### src/rtl/jbr_pkg.sv
package jbr_pkg;
    localparam int IR_W = 5;

    localparam logic [IR_W-1:0] OP_UCODE  = 5'h08;
    localparam logic [IR_W-1:0] OP_ADDR   = 5'h0A;
    localparam logic [IR_W-1:0] OP_RD     = 5'h0B;
    localparam logic [IR_W-1:0] OP_WR     = 5'h0C;
    localparam logic [IR_W-1:0] OP_REBOOT = 5'h0D;
    localparam logic [IR_W-1:0] OP_SAVE   = 5'h0E;
    localparam logic [IR_W-1:0] OP_FL_ON  = 5'h10;
    localparam logic [IR_W-1:0] OP_FL_OFF = 5'h11;
    localparam logic [IR_W-1:0] OP_US_ON  = 5'h12;
    localparam logic [IR_W-1:0] OP_US_OFF = 5'h13;
    localparam logic [IR_W-1:0] OP_BYPASS = 5'h1F;
    localparam logic [IR_W-1:0] IR_CAPT   = 5'b00001;

    typedef enum logic [2:0] {
        SEL_BYP, SEL_UCODE, SEL_ADDR, SEL_RD, SEL_WR
    } sel_t;

    // encoding equals the effective-address prefix
    typedef enum logic [1:0] {
        PG_BASE = 2'b00,
        PG_CFG  = 2'b10,
        PG_USER = 2'b11
    } page_t;
endpackage

### src/rtl/jbr_ir.sv
module jbr_ir
    import jbr_pkg::*;
(
    input  logic            tck,
    input  logic            trst_n,
    input  logic            tdi,
    input  logic            capture_ir,
    input  logic            shift_ir,
    input  logic            update_ir,
    output logic            ir_lsb,
    output logic [IR_W-1:0] ir_shift,
    output sel_t            sel,
    output logic            reboot_pulse,
    output logic            save_pulse
);
    logic [IR_W-1:0] ir_sh;
    logic [IR_W-1:0] ir_q;

    always_ff @(posedge tck or negedge trst_n) begin
        if (!trst_n) begin
            ir_sh        <= IR_CAPT;
            ir_q         <= OP_BYPASS;
            reboot_pulse <= 1'b0;
            save_pulse   <= 1'b0;
        end else begin
            if (capture_ir)
                ir_sh <= IR_CAPT;
            else if (shift_ir)
                ir_sh <= {tdi, ir_sh[IR_W-1:1]};
            if (update_ir)
                ir_q <= ir_sh;
            reboot_pulse <= update_ir && (ir_sh == OP_REBOOT);
            save_pulse   <= update_ir && (ir_sh == OP_SAVE);
        end
    end

    always_comb begin
        unique case (ir_q)
            OP_UCODE: sel = SEL_UCODE;
            OP_ADDR:  sel = SEL_ADDR;
            OP_RD:    sel = SEL_RD;
            OP_WR:    sel = SEL_WR;
            default:  sel = SEL_BYP;
        endcase
    end

    assign ir_lsb   = ir_sh[0];
    assign ir_shift = ir_sh;
endmodule

### src/rtl/jbr_page_fsm.sv
module jbr_page_fsm
    import jbr_pkg::*;
(
    input  logic            tck,
    input  logic            trst_n,
    input  logic            update_ir,
    input  logic [IR_W-1:0] op_in,
    output logic [1:0]      page_bits
);
    page_t state, state_nx;

    // state register
    always_ff @(posedge tck or negedge trst_n) begin
        if (!trst_n)
            state <= PG_BASE;
        else
            state <= state_nx;
    end

    // transitions
    always_comb begin
        state_nx = state;
        if (update_ir) begin
            unique case (state)
                PG_BASE: if (op_in == OP_FL_ON)  state_nx = PG_CFG;
                PG_CFG: begin
                    if (op_in == OP_US_ON)       state_nx = PG_USER;
                    else if (op_in == OP_FL_OFF) state_nx = PG_BASE;
                end
                PG_USER: begin
                    if (op_in == OP_US_OFF)      state_nx = PG_CFG;
                    else if (op_in == OP_FL_OFF) state_nx = PG_BASE;
                end
                default:                         state_nx = PG_BASE;
            endcase
        end
    end

    // outputs
    always_comb begin
        page_bits = state;
    end
endmodule

### src/rtl/jbr_dr.sv
module jbr_dr
    import jbr_pkg::*;
#(
    parameter int ADDR_W = 8,
    parameter int DATA_W = 8,
    parameter int UC_W   = 32,
    parameter int ID_W   = 8,
    parameter int SLV_W  = 7
) (
    input  logic              tck,
    input  logic              trst_n,
    input  logic              tdi,
    input  logic              capture_dr,
    input  logic              shift_dr,
    input  logic              update_dr,
    input  sel_t              sel,
    input  logic [ID_W-1:0]   user_id,
    input  logic [SLV_W-1:0]  slave_id,
    input  logic [DATA_W-1:0] mem_rdata,
    output logic              dr_lsb,
    output logic [ADDR_W-1:0] addr,
    output logic              mem_rd,
    output logic              mem_wr,
    output logic [DATA_W-1:0] mem_wdata
);
    logic [UC_W-1:0] sh, sh_nx, ucode;

    always_comb begin
        ucode = '0;
        ucode[ID_W-1:0]      = user_id;
        ucode[ID_W +: SLV_W] = slave_id;
    end

    always_comb begin
        sh_nx = sh;
        if (capture_dr) begin
            unique case (sel)
                SEL_UCODE: sh_nx = ucode;
                SEL_ADDR:  sh_nx = UC_W'(addr);
                SEL_RD:    sh_nx = UC_W'(mem_rdata);
                default:   sh_nx = '0;
            endcase
        end else if (shift_dr) begin
            sh_nx = sh >> 1;
            unique case (sel)
                SEL_UCODE:     sh_nx[UC_W-1]   = tdi;
                SEL_ADDR:      sh_nx[ADDR_W-1] = tdi;
                SEL_RD, SEL_WR: sh_nx[DATA_W-1] = tdi;
                default:       sh_nx[0]        = tdi;
            endcase
        end
    end

    assign mem_rd    = capture_dr && (sel == SEL_RD);
    assign mem_wr    = update_dr && (sel == SEL_WR);
    assign mem_wdata = sh[DATA_W-1:0];
    assign dr_lsb    = sh[0];

    always_ff @(posedge tck or negedge trst_n) begin
        if (!trst_n) begin
            sh   <= '0;
            addr <= '0;
        end else begin
            sh <= sh_nx;
            if (update_dr && sel == SEL_ADDR)
                addr <= sh[ADDR_W-1:0];
            else if (mem_rd || mem_wr)
                addr <= addr + 1'b1;
        end
    end
endmodule

### src/rtl/jbr_bridge.sv
module jbr_bridge
    import jbr_pkg::*;
#(
    parameter int ADDR_W = 8,
    parameter int DATA_W = 8,
    parameter int UC_W   = 32,
    parameter int ID_W   = 8,
    parameter int SLV_W  = 7,
    localparam int EA_W  = ADDR_W + 2
) (
    input  logic              tck,
    input  logic              trst_n,
    input  logic              tdi,
    input  logic              capture_ir,
    input  logic              shift_ir,
    input  logic              update_ir,
    input  logic              capture_dr,
    input  logic              shift_dr,
    input  logic              update_dr,
    input  logic [ID_W-1:0]   user_id,
    input  logic [SLV_W-1:0]  slave_id,
    input  logic [DATA_W-1:0] mem_rdata,
    output logic              tdo,
    output logic [EA_W-1:0]   mem_addr,
    output logic              mem_rd,
    output logic              mem_wr,
    output logic [DATA_W-1:0] mem_wdata,
    output logic              reboot_pulse,
    output logic              save_pulse
);
    logic            ir_lsb, dr_lsb;
    logic [IR_W-1:0] ir_shift;
    sel_t            sel;
    logic [1:0]      page_bits;
    logic [ADDR_W-1:0] addr;

    jbr_ir u_ir (
        .tck(tck), .trst_n(trst_n), .tdi(tdi),
        .capture_ir(capture_ir), .shift_ir(shift_ir), .update_ir(update_ir),
        .ir_lsb(ir_lsb), .ir_shift(ir_shift), .sel(sel),
        .reboot_pulse(reboot_pulse), .save_pulse(save_pulse)
    );

    jbr_page_fsm u_page (
        .tck(tck), .trst_n(trst_n), .update_ir(update_ir),
        .op_in(ir_shift), .page_bits(page_bits)
    );

    jbr_dr #(
        .ADDR_W(ADDR_W), .DATA_W(DATA_W), .UC_W(UC_W),
        .ID_W(ID_W), .SLV_W(SLV_W)
    ) u_dr (
        .tck(tck), .trst_n(trst_n), .tdi(tdi),
        .capture_dr(capture_dr), .shift_dr(shift_dr), .update_dr(update_dr),
        .sel(sel), .user_id(user_id), .slave_id(slave_id),
        .mem_rdata(mem_rdata), .dr_lsb(dr_lsb), .addr(addr),
        .mem_rd(mem_rd), .mem_wr(mem_wr), .mem_wdata(mem_wdata)
    );

    assign mem_addr = {page_bits, addr};
    assign tdo      = shift_ir ? ir_lsb : dr_lsb;
endmodule

### config.mk
export PLATFORM = sky130hd
export DESIGN_NAME = jbr_bridge
export DESIGN_NICKNAME = d
export VERILOG_FILES = /design/src/rtl/jbr_pkg.sv /design/src/rtl/jbr_ir.sv /design/src/rtl/jbr_page_fsm.sv /design/src/rtl/jbr_dr.sv /design/src/rtl/jbr_bridge.sv
export SDC_FILE = /design/constraint.sdc
export NUM_CORES = 1
export LEC_CHECK = 0
export BUFFER_PORTS_ARGS = -buffer_cell sky130_fd_sc_hd__buf_4
export CORE_MARGIN = 10
export CORE_UTILIZATION = 40
export DETAILED_ROUTE_END_ITERATION = 7
export SYNTH_ARGS = -nofsm -noshare
export SYNTH_HDL_FRONTEND = slang
export SYNTH_SLANG_ARGS = --single-unit
### constraint.sdc
create_clock -name tck -period 4.8 [get_ports tck]
set_input_delay 0.24 -clock tck [delete_from_list [all_inputs] [get_ports tck]]
set_output_delay 0.24 -clock tck [all_outputs]
set_load 0.01 [all_outputs]
# After elaboration in Yosys (flattened, before gate mapping)
# Cells that the tools add are included.
totals:
  regBits: 54
  word_cells: 55
  output_inout_bits: 23
classes:
  reduce_logical: 13
  addsub: 1
  muxes: 17
  eq_ne: 17
ops:
  columns: ["op", "n"]
  rows:
  - ["32-bit 2-to-1 mux", 2]
  - ["15-bit case mux with 3 select lines", 1]
  - ["5-bit by 4-bit equality test with 1-bit output, second input constant", 6]
  - ["5-bit equality test, second input constant", 4]
  - ["8-bit 2-to-1 mux", 2]
  - ["3-bit case mux with 4 select lines", 1]
  - ["5-bit 2-to-1 mux", 2]
  - ["8-bit by 1-bit adder with 8-bit output, second input constant", 1]
  - ["2-bit 2-to-1 mux", 4]
  - ["3-bit by 2-bit equality test with 1-bit output, second input constant", 2]
  - ["2-bit case mux with 3 select lines", 1]
  - ["2-bit nonzero test", 3]
  - ["1-bit logical AND", 5]
  - ["2-bit equality test, second input constant", 2]
  - ["1-bit 2-to-1 mux", 4]
  - ["4-bit OR reduction", 1]
  - ["3-bit by 1-bit equality test with 1-bit output, second input constant", 1]
  - ["3-bit equality test, second input constant", 1]
  - ["3-bit OR reduction", 1]
  - ["2-bit zero test", 1]
  - ["2-bit by 1-bit != test with 1-bit output, second input constant", 1]
  - ["2-bit AND reduction", 1]
  - ["1-bit logical OR", 1]

# Logic depth before layout (Yosys ltp)
# Gate-level depths: netlist (run 1).
logic_depth:
  ltp_word: 7
  mapped_depth: 6
  ltp_nobuf: 5

# Hierarchy
# A second synthesis (run 1) with hierarchy kept.
hier_totals:
  cells_unflattened: 268
  hier_area_um2: 2906.5
modules_own_cells:
  columns: ["mod", "n_inst", "area_per_inst_um2", "cells_each", "seq_area_each_um2"]
  rows:
  - ["jbr_dr", 1, 2219.6, 215, 1001.0]
  - ["jbr_ir", 1, 553.0, 38, 307.8]
  - ["jbr_page_fsm", 1, 118.9, 14, 50.0]
  - ["jbr_bridge", 1, 15.0, 1, 0.0]

# Worst setup path after synthesis (run 1)
# OpenSTA, ideal clock, no wires.
synth_timing:
  path_type: "reg-to-output"
  startpoint: "register u_ir.ir_q[1]"
  endpoint: "output port mem_rd"
  n_path_buf: 1
  setup_slack_ns: 3.141
  stages_incl_launch_ff: 5
  arrival_ns: 1.419
  path_cell_list: "dfstp_2 > buf_4 > inv_2 > nor3_1 > and3_1"
synth_via:
  elab_chain_cells: 4
  word_cells_on_any_way: 7
  classes_between: "eq/ne: 5; mux: 1; reduce/logical: 1"
synth_lines:
  columns: ["item", "line_no", "text"]
  rows:
  - ["from (decl)", "jbr_ir.sv:17", "logic [IR_W-1:0] ir_q;"]
  - ["from (signal assigned)", "jbr_ir.sv:31", "ir_q <= ir_sh;"]
  - ["5-bit by 4-bit equality test with 1-bit output", "jbr_ir.sv:38", "unique case (ir_q)"]
  - ["3-bit case mux with 4 select lines (*)", "jbr_ir.sv:38", null]
  - ["3-bit by 2-bit equality test with 1-bit output (*)", "jbr_dr.sv:54", "assign mem_rd = capture_dr && (sel == SEL_RD);"]
  - ["1-bit logical AND (*)", "jbr_dr.sv:54", null]
  - ["to (decl)", "jbr_bridge.sv:25", "output logic mem_rd,"]
# Every way passes the cells marked *; elsewhere a longest branch is shown, timed or not.

# Final worst setup path (run 1)
# Ends and elaborated chain as after synthesis.

==> results of run 1 <==
layer usage:
metal / vias up / GRT usage / routed length, um
li1: 1082 / - / -
met1: 1059 / 0.171 / 3360
met2: 68 / 0.189 / 3030
met3: 11 / 0.0291 / 367
met4: 0 / 0.0417 / 113
met5: - / 0 / 0
critical path: stages, from the launching register on:
cell	delay, ns
dfstp_2	0.65
inv_2	0.11
nor3_1	0.58
and3_1	0.26
buf_4	0.12
cells by family after synthesis:
group	Yosys count	share of synthesized area
flops	54	0.477
mux	37	0.133
xor+xnor	3	0.00922
buf+inv	36	0.0658
fa+ha+maj	1	0.00439
simple gates	77	0.148
compound gates	70	0.163
path summary, 6_finish.rpt:
check | slack [ns] | from | end | depth (start not counted)
max in group asynchronous | 3.82 | trst_n | u_dr.sh[16]$_DFFE_PN0P_ | 2
hold / removal | 0.11 | capture_ir | u_ir.ir_shift[3]$_DFFE_PN0P_ | 2
setup / recovery | 2.54 | u_ir.ir_q[1]$_DFFE_PN1P_ | mem_rd | 4
setup reg to reg | 2.85 | u_ir.ir_q[0]$_DFFE_PN1P_ | u_dr.addr[6]$_DFFE_PN0P_ | 4
hold reg to reg | 0.52 | u_dr.sh[16]$_DFFE_PN0P_ | u_dr.sh[15]$_DFFE_PN0P_ | 2
min in group asynchronous | 0.50 | trst_n | u_dr.addr[2]$_DFFE_PN0P_ | 2
where the power goes:
part | internal, W | switching [W]
registers | 0.000467 | 0.0000187
logic | 0.0000469 | 0.0000476
clock network | 0.000156 | 0.000147
total | 0.000670 | 0.000213
metrics by stage:
step / hold WS [ns] / cells / setup slack [ns] / cell area (um2) / total power (W)
final: 0.114 / 414 / 2.54 / 3360 / 0.000883
after global placement: 0.332 / 405 / 2.92 / 3240 / 0.000590
after floorplan: -0.0556 / 278 / 3.14 / 2850 / 0.000543
after global routing: 0.0976 / 414 / 2.40 / 3360 / 0.000921
after CTS: 0.100 / 414 / 2.54 / 3360 / 0.000896
after detailed placement: 0.336 / 405 / 2.88 / 3240 / 0.000590
layout by cell type, fill, tap and decap left out, types with 2 or more instances in the layout:
cell,instances
nor3_1,3
nor3b_1,5
a21oi_1,16
nand2b_1,2
nor2_1,26
nand4b_1,2
o22ai_1,8
nand2_1,12
clkbuf_1,2
a31oi_1,6
xor2_1,2
o21ai_0,16
buf_4,55
mux2i_1,31
a22oi_1,6
dfstp_2,6
mux2_2,6
o211ai_1,2
nor4_2,2
o2111ai_1,2
and4_1,2
dfrtp_1,48
inv_1,11
nand3_1,11
nor2b_1,3
o2bb2ai_1,2
clkbuf_8,5
sequential cells by signal, summed over array words and instances, names as in the netlist:
name / flops
u_dr.sh: 32
u_dr.addr: 8
u_ir.ir_q: 5
u_ir.ir_shift: 5
u_page.page_bits: 2
u_ir.reboot_pulse: 1
u_ir.save_pulse: 1
cell type report:
class / instances / area (um2) / share of cell area
Sequential cell: 54 / 1360 / 0.405
Clock buffer: 7 / 76.3 / 0.0227
Timing Repair Buffer: 56 / 423 / 0.126
Multi-Input combinational cell: 188 / 1300 / 0.388
Clock inverter: 1 / 30.0 / 0.00895
Tap cell: 96 / 120 / 0.0358
Inverter: 12 / 45.0 / 0.0134
==> impl_metrics.ini, run 1 <==
[worst_setup_path]
cp_max_fo = 11
worstPathRequired_ns = 4.56
endpoint_kind = primary output
worstSetupPathType = reg2out
arrival_ns = 2.02
crit_path_start_kind = flop

[cells_and_area]
n_antenna_cell = 0
syn2layout_area_growth_pct = 17.8
final_nets = 350
drive_above_1_share = 0.252
fillers = 683
final_util = 0.489

[logic_synthesis]
yosysMostFrequentCell = dfrtp_1
synth_cell_type_count = 52
synth_commonest_cells = 48 x dfrtp_1, 31 x mux2i_1, 26 x nor2_1
ys_seq_area_frac = 0.477
syn_area_per_cell_um2 = 10.3
synth_top_area_cell = dfrtp_1
yosysWarnings = 0
yosysTopAreaCellShare = 0.421
synth_area_leaders = dfrtp_1 42%, mux2i_1 11%, dfstp_2 5.5%
synth_cells = 278
synth_seq_cells = 54
synth_edf_count = 0
synth_nets = 311
syn_area_um2 = 2850
async_reset_ff_frac = 1.00
ys.flop_type = dfrtp_1

[clocking]
hold_buffers = 1
postCtsSetupBuffers = 0
max-clock-path-buffers = 2
clockRootBuffer = clkbuf_8
htreeDepth = 2
clk_pin_slew_worst_paths_ns = 0.09
cts_sinks = 54
clk_latency_ns = 0.31
cts_resized = 0
cts_tree = built
cts_buffers = 5

[sta]
rsz0062_at_grt = false
finalSetupViolCount = 0
fin_worst_skew_ns = 0.00916
period_needed_ns = 2.26
finalHoldViolations = 0
finalCritPeriodShare = 0.471
worstMarginPinSlew_ns = 0.693
max_freq_ghz = 0.442
relSlewSlack = 0.538
tns_ns = 0
report.final.slew_viol_count = 0

[global_route]
grt_max_degree = 55
grt_pass1_wl_um = 11400
track_usage = 0.125
grt_overflow = 0
grt_antenna_before_repair = 0
grt_pass1_vias = 2195

[detailed_routing]
wl_um = 6880
postRouteAntennaNets = 0
vias_per_cell = 5.36
drt-pass1-iter-count = 4
wl_per_cell_um = 16.6
drc = 0
vias = 2220
drt_iter0_drc = 88

[floorplanning]
num_rows = 30
num_io_pins = 55
die_area_um2 = 10900
core_area_um2 = 6870
die_x_um = 104
die_h_um = 104
initial_core_util = 0.415

[hold_path]
hold_class = in2reg

[power_and_ir_drop]
ir_drop_v = 0.000113
p_leak_nw = 1.51
powerDensity_nw_per_um2 = 263

[placed_design]
hpwl_um = 4950
portBuffers = 54
globalplace.congestion = 0.878

[job]
max_cap_violations = 0

[status]
outcome = completed
Power figures use the tool's default switching activity.
==> inputs of run 2 (changes only) <==
--- a/config.mk
+++ b/config.mk
@@ -5,6 +5,7 @@
 export SDC_FILE = /design/constraint.sdc
 export NUM_CORES = 1
 export LEC_CHECK = 0
+export ABC_AREA = 1
 export BUFFER_PORTS_ARGS = -buffer_cell sky130_fd_sc_hd__buf_4
 export CORE_MARGIN = 10
 export CORE_UTILIZATION = 40
==> constraint.sdc (replaced) <==
create_clock -name tck -period 2.31 [get_ports tck]
set_input_delay 0.1155 -clock tck [delete_from_list [all_inputs] [get_ports tck]]
set_output_delay 0.1155 -clock tck [all_outputs]
set_load 0.01 [all_outputs]
==> run 2 against run 1 <==
Effect of this change:
- sequential share of layout area is 0.45 points lower
- wire length is 3.1% higher
- non-clock buffer count grew 2
- setup slack got worse by 2.0 ns
- hold slack got worse by 0.093 ns
- clock skew barely moved
- clock power is 120% higher
- final cell count grew 18%
- global-route usage is 0.29 points higher
- flip-flop and latch count unchanged
- via count grew 7.9%
==> impl_metrics.ini, run 2 <==
[status]
outcome = completed

[cells_and_area]
final_cell_mix = 106 x nand2_1, 55 x buf_4, 48 x dfrtp_1
final_nets = 426
multi_input_area_um2 = 1170
regMostFlops = u_dr.sh
seqCellArea_um2 = 1360
syn2layout_area_growth_pct = 19.1
n_antenna_cell = 0
largest_register_ffs = 32
fillers = 692
fin_area_um2 = 3390
drive_above_1_share = 0.234
final_cells = 490
largestRegisters = u_dr.sh: 32 flops, u_dr.addr: 8 flops
final_common_cell = nand2_1

[clocking]
postCtsSetupBuffers = 0
cts_sinks = 54
clk_latency_ns = 0.32
clk_pin_slew_worst_paths_ns = 0.10
cts_buffers = 5
clockRootBuffer = clkbuf_8
max-clock-path-buffers = 2
htreeDepth = 2
cts_tree = built

[logic_synthesis]
synth_commonest_cells = 106 x nand2_1, 48 x dfrtp_1, 40 x inv_1
synth_area_leaders = dfrtp_1 42%, nand2_1 14%, nand3_1 5.8%
synth_top_area_cell = dfrtp_1
synth_edf_count = 0
syn_area_per_cell_um2 = 8.24
yosysWarnings = 0
syn_area_um2 = 2850
ys.flop_type = dfrtp_1
synth_nets = 379
synth_seq_cells = 54
yosysTopAreaCellShare = 0.421
synth_cells = 346
synth_cell_type_count = 40
async_reset_ff_frac = 1.00
ys_seq_area_frac = 0.477
yosysMostFrequentCell = nand2_1

[global_route]
grt_max_degree = 55
grt_pass1_vias = 2357
grt_antenna_before_repair = 0
grt_overflow = 0
track_usage = 0.128
grt_pass1_wl_um = 11700

[power_and_ir_drop]
powerDensity_nw_per_um2 = 605
ir_drop_v = 0.000374
p_leak_nw = 1.72

[worst_setup_path]
worstSetupPathType = reg2out
cp.depth = 7
cp_max_fo = 9
cpMostUsedCell = inv_1
endpoint_kind = primary output
worstPathRequired_ns = 2.19
cpLargestDelayFamily = flip-flops
crit_path_start_kind = flop
max_stage_delay_ns = 0.54
cpMaxStageDelayCell = dfstp_2
arrival_ns = 1.64
reg2reg_depth = 9
path_buf_inv = 3
path_cells = inv_1, nor2_4, nand2_4, nor2_8, nand2_2, inv_1, buf_4

[sta]
report.final.slew_viol_count = 0
relSlewSlack = 0.534
fin_ws_ns = 0.555
max_freq_ghz = 0.570
tns_ns = 0
finalSetupViolCount = 0
finalCritPeriodShare = 0.760
finalHoldViolations = 0
hold_ws_ns = 0.0210
period_needed_ns = 1.76
fin_worst_skew_ns = 0.00954
rsz0062_at_grt = false
worstMarginPinSlew_ns = 0.699

[placed_design]
globalplace.congestion = 0.819
post-place-cells = 479
placed_cell_area_um2 = 3250
pre_cts_ws_ns = 0.558
portBuffers = 54
hpwl_um = 5230

[floorplanning]
num_io_pins = 55
initial_core_util = 0.415
num_rows = 30
die_h_um = 104
core_area_um2 = 6870
die_x_um = 104
die_area_um2 = 10900

[detailed_routing]
wl_um = 7090
drt_iter0_drc = 93
vias = 2396
wl_per_cell_um = 14.5
postRouteAntennaNets = 0
drc = 0
vias_per_cell = 4.89
drt-pass1-iter-count = 4

[hold_path]
hold_depth = 3
hold_class = in2reg

[job]
max_cap_violations = 0
-- run 2: cell families after synthesis --
family / Yosys count / share of synthesized area
AOI/OAI and AO/OA: 51 / 0.105
DFF: 54 / 0.477
adders and majority gates: 1 / 0.00439
xor gates and xnor gates: 5 / 0.0154
and+or+nand+nor: 171 / 0.287
buffers and inverters: 64 / 0.111
-- run 2: routing by layer --
metal / track usage / routed length (um) / vias to the layer above
met5: 0 / 0 / -
met3: 0.0304 / 390 / 5
met2: 0.212 / 3370 / 66
met4: 0.0328 / 61 / 0
met1: 0.163 / 3260 / 1117
li1: - / - / 1208
-- run 2: path summary, 6_finish.rpt --
path	slack [ns]	endpoint	startpoint
max in group asynchronous	1.46	u_dr.addr[7]$_DFFE_PN0P_	trst_n
setup reg to reg	0.73	u_dr.addr[6]$_DFFE_PN0P_	u_ir.ir_q[3]$_DFFE_PN1P_
min in group asynchronous	0.37	u_dr.sh[13]$_DFFE_PN0P_	trst_n
hold reg to reg	0.50	u_dr.sh[15]$_DFFE_PN0P_	u_dr.sh[15]$_DFFE_PN0P_
setup / recovery	0.55	mem_rd	u_ir.ir_q[3]$_DFFE_PN1P_
hold / removal	0.02	u_ir.ir_shift[0]$_DFFE_PN1P_	capture_ir
-- run 2: per-stage QoR --
step            util  total power, W
2_1_floorplan      -         0.00125
3_3_place_gp   0.473         0.00139
3_5_place_dp   0.473         0.00140
4_1_cts        0.494         0.00208
5_1_grt        0.494         0.00216
6_report       0.494         0.00205
-- run 2: what timing repair did --
action	4_1_cts	5_1_grt
gates resized for setup	0	0
endpoints found under the hold margin	50	0
hold buffers	3	0
-- run 2: final cells by class --
class | count | share of cell area
Multi-Input combinational cell | 228 | 0.346
Sequential cell | 54 | 0.400
Inverter | 46 | 0.0534
Timing Repair Buffer | 58 | 0.130
Clock inverter | 3 | 0.0144
Tap cell | 96 | 0.0354
Clock buffer | 5 | 0.0203
-- run 2: where the power goes --
group	switching, W	internal, W	leakage, nW
Sequential	0.0000681	0.00100	0.714
Clock	0.000344	0.000331	0.0563
Combinational	0.000170	0.000141	0.953
Total	0.000582	0.00147	1.72
-- run 2: worst min-delay path, delay by kind of cell --
family	cells	cell delay (ns)
AO/OA/AOI/OAI	2	0.09
buffers and inverters	1	0.09
